===== src/rtl/swallow_pkg.sv =====
`timescale 1ns/1ps
package swallow_pkg;
    // Swallow (A) field width for a given prescaler modulus
    function automatic int a_bits(input int p);
        return (p >= 32) ? 5 : ((p >= 16) ? 4 : 3);
    endfunction

    // Programmable (B) field width for a given prescaler modulus
    function automatic int b_bits(input int p);
        return (p >= 32) ? 11 : 12;
    endfunction

    localparam int B_FLOOR = 3;
endpackage


===== src/rtl/swallow_hold.sv =====
`timescale 1ns/1ps
module swallow_hold #(
    parameter int AW    = 4,
    parameter int BW    = 12,
    parameter int DEF_A = 2,
    parameter int DEF_B = 16
) (
    input  logic          clk,
    input  logic          rst_n,
    input  logic          ld_valid,
    input  logic [AW-1:0] ld_a,
    input  logic [BW-1:0] ld_b,
    output logic [AW-1:0] hold_a,
    output logic [BW-1:0] hold_b,
    output logic          cfg_err
);
    typedef struct packed {
        logic [AW-1:0] a;
        logic [BW-1:0] b;
        logic          err;
    } hold_t;

    hold_t st_d, st_q;
    logic  legal;

    always_comb begin
        legal = (ld_b >= BW'(swallow_pkg::B_FLOOR)) &&
                (ld_b >= {{(BW-AW){1'b0}}, ld_a});
        st_d = st_q;
        if (ld_valid) begin
            if (legal) begin
                st_d.a = ld_a;
                st_d.b = ld_b;
            end else begin
                st_d.err = 1'b1;
            end
        end
    end

    always_ff @(posedge clk or negedge rst_n) begin
        if (!rst_n) begin
            st_q <= '{a: AW'(DEF_A), b: BW'(DEF_B), err: 1'b0};
        end else begin
            st_q <= st_d;
        end
    end

    assign hold_a  = st_q.a;
    assign hold_b  = st_q.b;
    assign cfg_err = st_q.err;
endmodule


===== src/rtl/swallow_core.sv =====
`timescale 1ns/1ps
module swallow_core #(
    parameter int P     = 16,
    parameter int AW    = 4,
    parameter int BW    = 12,
    parameter int DEF_A = 2,
    parameter int DEF_B = 16
) (
    input  logic          clk,
    input  logic          rst_n,
    input  logic          en,
    input  logic [AW-1:0] nxt_a,
    input  logic [BW-1:0] nxt_b,
    output logic          mod_ctl,
    output logic          div_pulse
);
    localparam int PW = $clog2(P + 2);
    localparam logic [PW-1:0] PRE_LONG  = PW'(P);
    localparam logic [PW-1:0] PRE_SHORT = PW'(P - 1);

    typedef struct packed {
        logic [PW-1:0] pre;
        logic [AW-1:0] a_rem;
        logic [BW-1:0] b_rem;
        logic          pulse;
    } core_t;

    core_t         c_d, c_q;
    logic [AW-1:0] a_step;

    always_comb begin
        c_d       = c_q;
        c_d.pulse = 1'b0;
        a_step    = (c_q.a_rem != '0) ? c_q.a_rem - 1'b1 : '0;
        if (!en) begin
            // parked: preload the next division from the latch
            c_d.a_rem = nxt_a;
            c_d.b_rem = nxt_b;
            c_d.pre   = (nxt_a != '0) ? PRE_LONG : PRE_SHORT;
        end else if (c_q.pre != '0) begin
            c_d.pre = c_q.pre - 1'b1;
        end else if (c_q.b_rem <= BW'(1)) begin
            // terminal: close this division, take latched values
            c_d.pulse = 1'b1;
            c_d.a_rem = nxt_a;
            c_d.b_rem = nxt_b;
            c_d.pre   = (nxt_a != '0) ? PRE_LONG : PRE_SHORT;
        end else begin
            c_d.b_rem = c_q.b_rem - 1'b1;
            c_d.a_rem = a_step;
            c_d.pre   = (a_step != '0) ? PRE_LONG : PRE_SHORT;
        end
    end

    always_ff @(posedge clk or negedge rst_n) begin
        if (!rst_n) begin
            c_q <= '{pre:   (DEF_A != 0) ? PRE_LONG : PRE_SHORT,
                     a_rem: AW'(DEF_A),
                     b_rem: BW'(DEF_B),
                     pulse: 1'b0};
        end else begin
            c_q <= c_d;
        end
    end

    assign mod_ctl   = en && (c_q.a_rem != '0);
    assign div_pulse = c_q.pulse;
endmodule


===== src/rtl/swallow_divider.sv =====
`timescale 1ns/1ps
module swallow_divider #(
    parameter int P     = 16,
    parameter int DEF_A = 2,
    parameter int DEF_B = 16,
    localparam int AW   = swallow_pkg::a_bits(P),
    localparam int BW   = swallow_pkg::b_bits(P)
) (
    input  logic          clk,
    input  logic          rst_n,
    input  logic          en,
    input  logic          ld_valid,
    input  logic [AW-1:0] ld_a,
    input  logic [BW-1:0] ld_b,
    output logic          mod_ctl,
    output logic          div_pulse,
    output logic          cfg_err
);
    logic [AW-1:0] hold_a;
    logic [BW-1:0] hold_b;

    swallow_hold #(.AW(AW), .BW(BW), .DEF_A(DEF_A), .DEF_B(DEF_B)) u_hold (
        .clk      (clk),
        .rst_n    (rst_n),
        .ld_valid (ld_valid),
        .ld_a     (ld_a),
        .ld_b     (ld_b),
        .hold_a   (hold_a),
        .hold_b   (hold_b),
        .cfg_err  (cfg_err)
    );

    swallow_core #(.P(P), .AW(AW), .BW(BW), .DEF_A(DEF_A), .DEF_B(DEF_B)) u_core (
        .clk       (clk),
        .rst_n     (rst_n),
        .en        (en),
        .nxt_a     (hold_a),
        .nxt_b     (hold_b),
        .mod_ctl   (mod_ctl),
        .div_pulse (div_pulse)
    );
endmodule


===== config.mk =====
export PLATFORM = sky130hd
export DESIGN_NAME = swallow_divider
export DESIGN_NICKNAME = d
export VERILOG_FILES = /design/src/rtl/swallow_pkg.sv /design/src/rtl/swallow_hold.sv /design/src/rtl/swallow_core.sv /design/src/rtl/swallow_divider.sv
export SDC_FILE = /design/constraint.sdc
export NUM_CORES = 1
export LEC_CHECK = 0
export ABC_CLOCK_PERIOD_IN_PS = 3000
export BUFFER_PORTS_ARGS = -buffer_cell sky130_fd_sc_hd__buf_2
export CAP_MARGIN = 20
export CORE_MARGIN = 3
export CORE_UTILIZATION = 50
export CTS_CLUSTER_DIAMETER = 30
export DETAILED_ROUTE_END_ITERATION = 7
export HOLD_SLACK_MARGIN = 0.1
export PLACE_DENSITY = 0.7
export SLEW_MARGIN = 20
export SYNTH_ARGS = -nofsm -noshare
export SYNTH_HDL_FRONTEND = slang
export SYNTH_SLANG_ARGS = --single-unit

===== constraint.sdc =====
create_clock -name clk -period 3 [get_ports clk]
set_input_delay 0.9 -clock clk [delete_from_list [all_inputs] [get_ports clk]]
set_output_delay 0.9 -clock clk [all_outputs]
set_load 0.03 [all_outputs]

Word level (Yosys, flattened, before mapping). Index checks and enable logic that the tools add are counted.

Memories kept: 0. Output and inout bits: 3. Input bits: 20. Memory bits (writable): 0. Word-level logic and storage cells: 32. ROM bits: 0. Register bits: 39. Latch bits: 0.

Multiply operators: 0. Reduce and logical (&&, ||, !) cells: 8. Bitwise logic cells: 1. $lt $le $gt $ge: 3. Equality and inequality tests: 1. Div/mod/pow operators: 0. $add $sub $neg: 3. Shift-type cells: 0. Muxes and demuxes: 9.

Operators by type and width (count): $mux 21 (2); $mux 17 (1); $mux 5 (3); $ge 12x2->1 const B (1); $ge 12x4->1 (1); $le 12x1->1 const B (1); $reduce_bool 4->1 (3); $sub 12x1->12 const B (1); $reduce_bool 5->1 (1); $sub 5x1->5 const B (1); $mux 4 (1); $reduce_and 2->1 (2); $sub 4x1->4 const B (1); $logic_and 1x1->1 (2); $mux 1 (2); $ne 2x2->1 const B (1); $not 1->1 (1).

Logic depth before layout (Yosys ltp).
Depth in word-level cells: 7. Gate-level depth with buffers: 8. Mapped depth without buffers: 7.

Modules after synthesis. From an unflattened synthesis, not the netlist that was laid out.

Cell total of the unflattened synthesis: 223. Area, all modules: 2357.3 um^2.

Modules (own cells, without submodules): swallow_core (seq. area each 554.3 um^2, cells an instance 160, instances 1, area each 1514.0 um^2); swallow_hold (seq. area each 427.9 um^2, cells an instance 63, instances 1, area each 843.3 um^2).

Worst setup path before layout. No wires, ideal clock.

Path type: input port to output port. Start point: in en. End point: out mod_ctl. Arrival time: 2.100 ns. Data required time: 2.100 ns. Cell stages on the path: 4. Slack: 0.000 ns. Buffers on the path: 3. Cells stage by stage: clkbuf_1 > clkbuf_1 > clkbuf_1 > o21a_1.

Cells in the longest elaborated chain, start to end: 1.

Ends and longest elaborated chain: start, declared (line swallow_divider.sv:11) `input logic en,`; $logic_and 1x1->1 (line swallow_core.sv:66) `assign mod_ctl = en && (c_q.a_rem != '0);`; end, declared (line swallow_divider.sv:15) `output logic mod_ctl,`.

Every way passes these cells.

Worst setup path after layout.
Start point: in ld_b[0]. End point: reg u_hold.st_q (netlist bit u_hold.hold_a[2]).

Cells in the longest elaborated chain, start to end: 3. Elaborated cells on any way between the ends: 4. Those cells by class: order compare (2); reduce/logical (2).

Ends and longest elaborated chain: start, declared (line swallow_divider.sv:14) `input logic [BW-1:0] ld_b,`; $ge 12x2->1 / $ge 12x4->1 (equally long branches) (line swallow_hold.sv:27, swallow_hold.sv:28); $logic_and 1x1->1 * (line swallow_hold.sv:27) `legal = (ld_b >= BW'(swallow_pkg::B_FLOOR)) &&`; $reduce_and 2->1 (no line) *; end signal, assigned (line swallow_hold.sv:42) `st_q <= '{a: AW'(DEF_A), b: BW'(DEF_B), err: 1'b0};`; end signal, assigned (line swallow_hold.sv:44) `st_q <= st_d;`; end, declared (line swallow_hold.sv:23) `hold_t st_d, st_q;`.

Mark *: on every way between the ends. The rest lies on a longest branch, timed or not. A chain may end at the register's enable or synchronous reset.

==> run summary <==
The flow ran to the end, and the final reports show no timing, DRC or antenna violations. The total CTS buffers is 5. The initial standard-cell utilization of the core is 0.525. The part of the cycle the worst path needs came out at 0.887. The number of hold buffers added after CTS was 0.

The critical path goes through buf_2, inv_1, ha_1, nand2b_1, a2111oi_0, nor3_1, o21ai_2, buf_4, mux2_2. The TritonCTS clock tree is yes. The proportion of synthesized flip-flops having asynchronous set or reset is 1.00.

The combinational power share came out at 0.179. The chip width came out at 71.3 microns. The number of nets in the synthesized netlist is 234.

The net load switching power came out at 0.398 mW. Data on the critical path arrives at its endpoint at about 2.8 ns. The clock sink count is 39. The total power consumption of the routed design is 1.43 mW.

The path class of the tightest hold or removal check is reg -> reg. In this run the cell area of the synthesized design comes to 2130 sq um. Of the total power, the clock network draws 0.364. The maximum number of pins on one net before global-route repair came out at 40. From bottom edge to top edge, the die measures 71.3 microns.

The final count of pins violating max slew is 0. The final setup TNS is 0 ns. The total instance count after detailed placement is around 270. The net switching fraction of the power is 0.277. The relative slew slack is 0.441. The sequential cell fraction of total power is 0.458. The slowest stage of the critical path is the a2111oi_0 cell.

Routability-driven placement finished with a final weighted congestion of roughly 0.83. The proportion of synthesized chip area in sequential cells is 0.461. The number of gates resized after cts came out at 0.

The final HPWL from detailed placement came out at 3300 microns. Setup repair after global routing left no endpoint under its margin. The start-to-end type of the worst setup path is in -> reg.

Across the run, the number of max-cap violations was 0. The slew at the pin closest to its max-slew limit is 0.839 ns. In the routed layout, each cell is associated on average with a via count of 6.09. By area the synthesized netlist is led by dfrtp_1 (40%), dfstp_2 (6.2%), a22o_1 (4.1%). STA classifies the critical path startpoint as an input port. For this run, the leading register cell type out of synthesis is dfrtp_1. The number of global-route vias before repair is between 1500 and 2000. In this run the standard cell core region covers 4060 sq um. Data on the critical path is required at its endpoint by between 3 and 4 ns.

The total count of hold-check failures in the final report came to 0. Timing would allow up to 376 MHz. The final non-filler cell total came out at roughly 280.

The first-pass iteration count of the detailed router is 5. 23 I/O pins were placed. The clock passes through at most 2 buffers.

The setup skew after layout is 0.00774 ns. The cell internal power dissipation came out at a little over 1 mW. STA classifies the critical path endpoint as a flop. The first global-routing pass estimated 7670 microns of wire. The routed design has around 4500 microns of wire. The repair_antennas step left the layout with diodes totalling 0. Clock tree synthesis selected as its root buffer the cell clkbuf_8.

The clock slew seen by the registers of the worst setup and hold paths came out at 0.08 ns. In this run the worst path has a maximum fanout of 8. The routed via count came out at about 1700. Yosys printed 0 warnings.

Input and output buffers added on the ports amount to 22. The floorplan has 23 rows. The biggest area contributor in the post-synthesis netlist is dfrtp_1. The die outline area is 5080 sq um. The maximum ir drop on the vdd rail is between 0.0003 and 0.0004 V. The portion of synthesized cell area occupied by the leading cell type is 0.400. Each instance of the synthesized netlist takes up on average 10.3 sq um. Post-CTS timing repair inserted 0 buffers for setup. The initial antenna violation count is 0. In the final routed layout, each cell accounts on average for 15.9 microns. The time the worst path needs with I/O delays and setup came out at 2.66 ns. The number of fill cells came out at 345. The number of flops mapped to enable cells by yosys is 0. The static leakage came out at roughly 1.1 nW. The clock latency of the later-clocked register in the worst-skew pair came out at 0.29 ns. The cell count after synthesis came out at 207. The total congestion overflow after global routing came out at 0.

The deepest level of the CTS H-tree is 2. Counting instances in the post-synthesis netlist gives the leading cell types as dfrtp_1 (34), nand2_1 (23), nor2_1 (14). The fraction of final layout cells sized beyond drive strength 1 is 0.237.

The total DRC errors in the routed layout came out at 0. The initial detailed-routing violation count is between 100 and 150. The layout overhead on the synthesized area came out at 13.7%.

Yosys mapped the design onto 50 distinct sky130hd cell types. The register bit total from synthesis is 39. The final antenna-violating net count is 0. The ratio of total power to cell area is 592 nW/um^2. The number of endpoints failing setup at the final stage came out at 0.

The global-route usage over all layers is 0.193. The maximum cell stage delay along the critical path came out at 0.53 ns. After the last flow step, the layout net total stands at about 260. Among all cell types in the netlist, the one instantiated most often is dfrtp_1.
power groups by stage:
stage / Combinational (mW) / Sequential [mW] / Clock (mW)
detailed placement: 0.256 / 0.663 / 0
floorplan: 0.191 / 0.648 / 0
global route: 0.291 / 0.666 / 0.555
finish: 0.257 / 0.656 / 0.521
CTS: 0.258 / 0.655 / 0.535
global placement: 0.252 / 0.662 / 0
critical path, delay by kind of cell:
kind / cells / cell delay, ns
adder cells (fa/ha/maj): 1 / 0.26
multiplexers: 1 / 0.34
AO/OA/AOI/OAI: 2 / 0.69
AND/OR/NAND/NOR: 2 / 0.31
buffers and inverters: 3 / 0.32
sequential cells by signal (all words and copies together), names as in the netlist:
name and flops:
u_core.c_q 21, u_hold.hold_b 12, u_hold.hold_a 4, u_core.div_pulse 1, u_hold.cfg_err 1
logic make-up (layout without fill, tap and decap cells):
family	after synthesis	after routing	share of synthesized area
XOR/XNOR	3	3	0.0123
adder cells (fa/ha/maj)	7	7	0.0411
flip-flops	39	39	0.461
AO/OA/AOI/OAI	57	57	0.210
buffers and inverters	19	44	0.0417
multiplexers	9	9	0.0470
AND/OR/NAND/NOR	73	73	0.187
path summary, 6_finish.rpt:
path | start | depth (start not counted) | slack (ns) | endpoint
min in group asynchronous | rst_n | 1 | 0.71 | u_core.c_q[17]
hold / removal | u_hold.cfg_err | 1 | 0.47 | u_hold.cfg_err
hold reg to reg | u_hold.cfg_err | 1 | 0.47 | u_hold.cfg_err
max in group asynchronous | rst_n | 1 | 1.76 | u_hold.hold_b[7]
setup / recovery | ld_b[0] | 9 | 0.34 | u_hold.hold_a[2]
setup reg to reg | u_core.c_q[1] | 6 | 0.68 | u_core.c_q[19]
cells in the final DEF, fill, tap and decap left out, types with 7 or more instances in the layout:
master,n
dfrtp_1,34
nand2_1,23
buf_2,22
nor2_1,14
a22o_1,10
inv_1,9
nor3_1,8
a21oi_1,7
ha_1,7
metrics by stage:
| step | instance area (sq um) | utilization | worst slack (ns) | hold slack, ns |
|---|---|---|---|---|
| floorplan | 2130 | - | 0.0573 | 0.460 |
| global placement | 2290 | 0.563 | 0.103 | 0.436 |
| detailed placement | 2290 | 0.563 | 0.00391 | 0.440 |
| CTS | 2420 | 0.597 | 0.323 | 0.469 |
| global route | 2420 | 0.597 | 0.0884 | 0.492 |
| finish | 2420 | 0.597 | 0.338 | 0.467 |
area by class of cell:
cell class,instances,area (sq um),area share
multi-input cells,149,1060,0.438
clock buffers,5,68.8,0.0284
inverters,9,33.8,0.0139
clock inverters,3,67.6,0.0279
flip-flops and latches,39,982,0.405
well taps,50,62.6,0.0258
repair buffers,27,148,0.0610
per-layer routing:
layer,vias up,part of all wire,GRT usage
met5,-,0,0
met4,0,0.0094,0.0543
met3,6,0.055,0.0533
met2,59,0.48,0.293
met1,824,0.46,0.272
li1,829,-,-
Note: power is estimated with default switching activity, not from simulation.
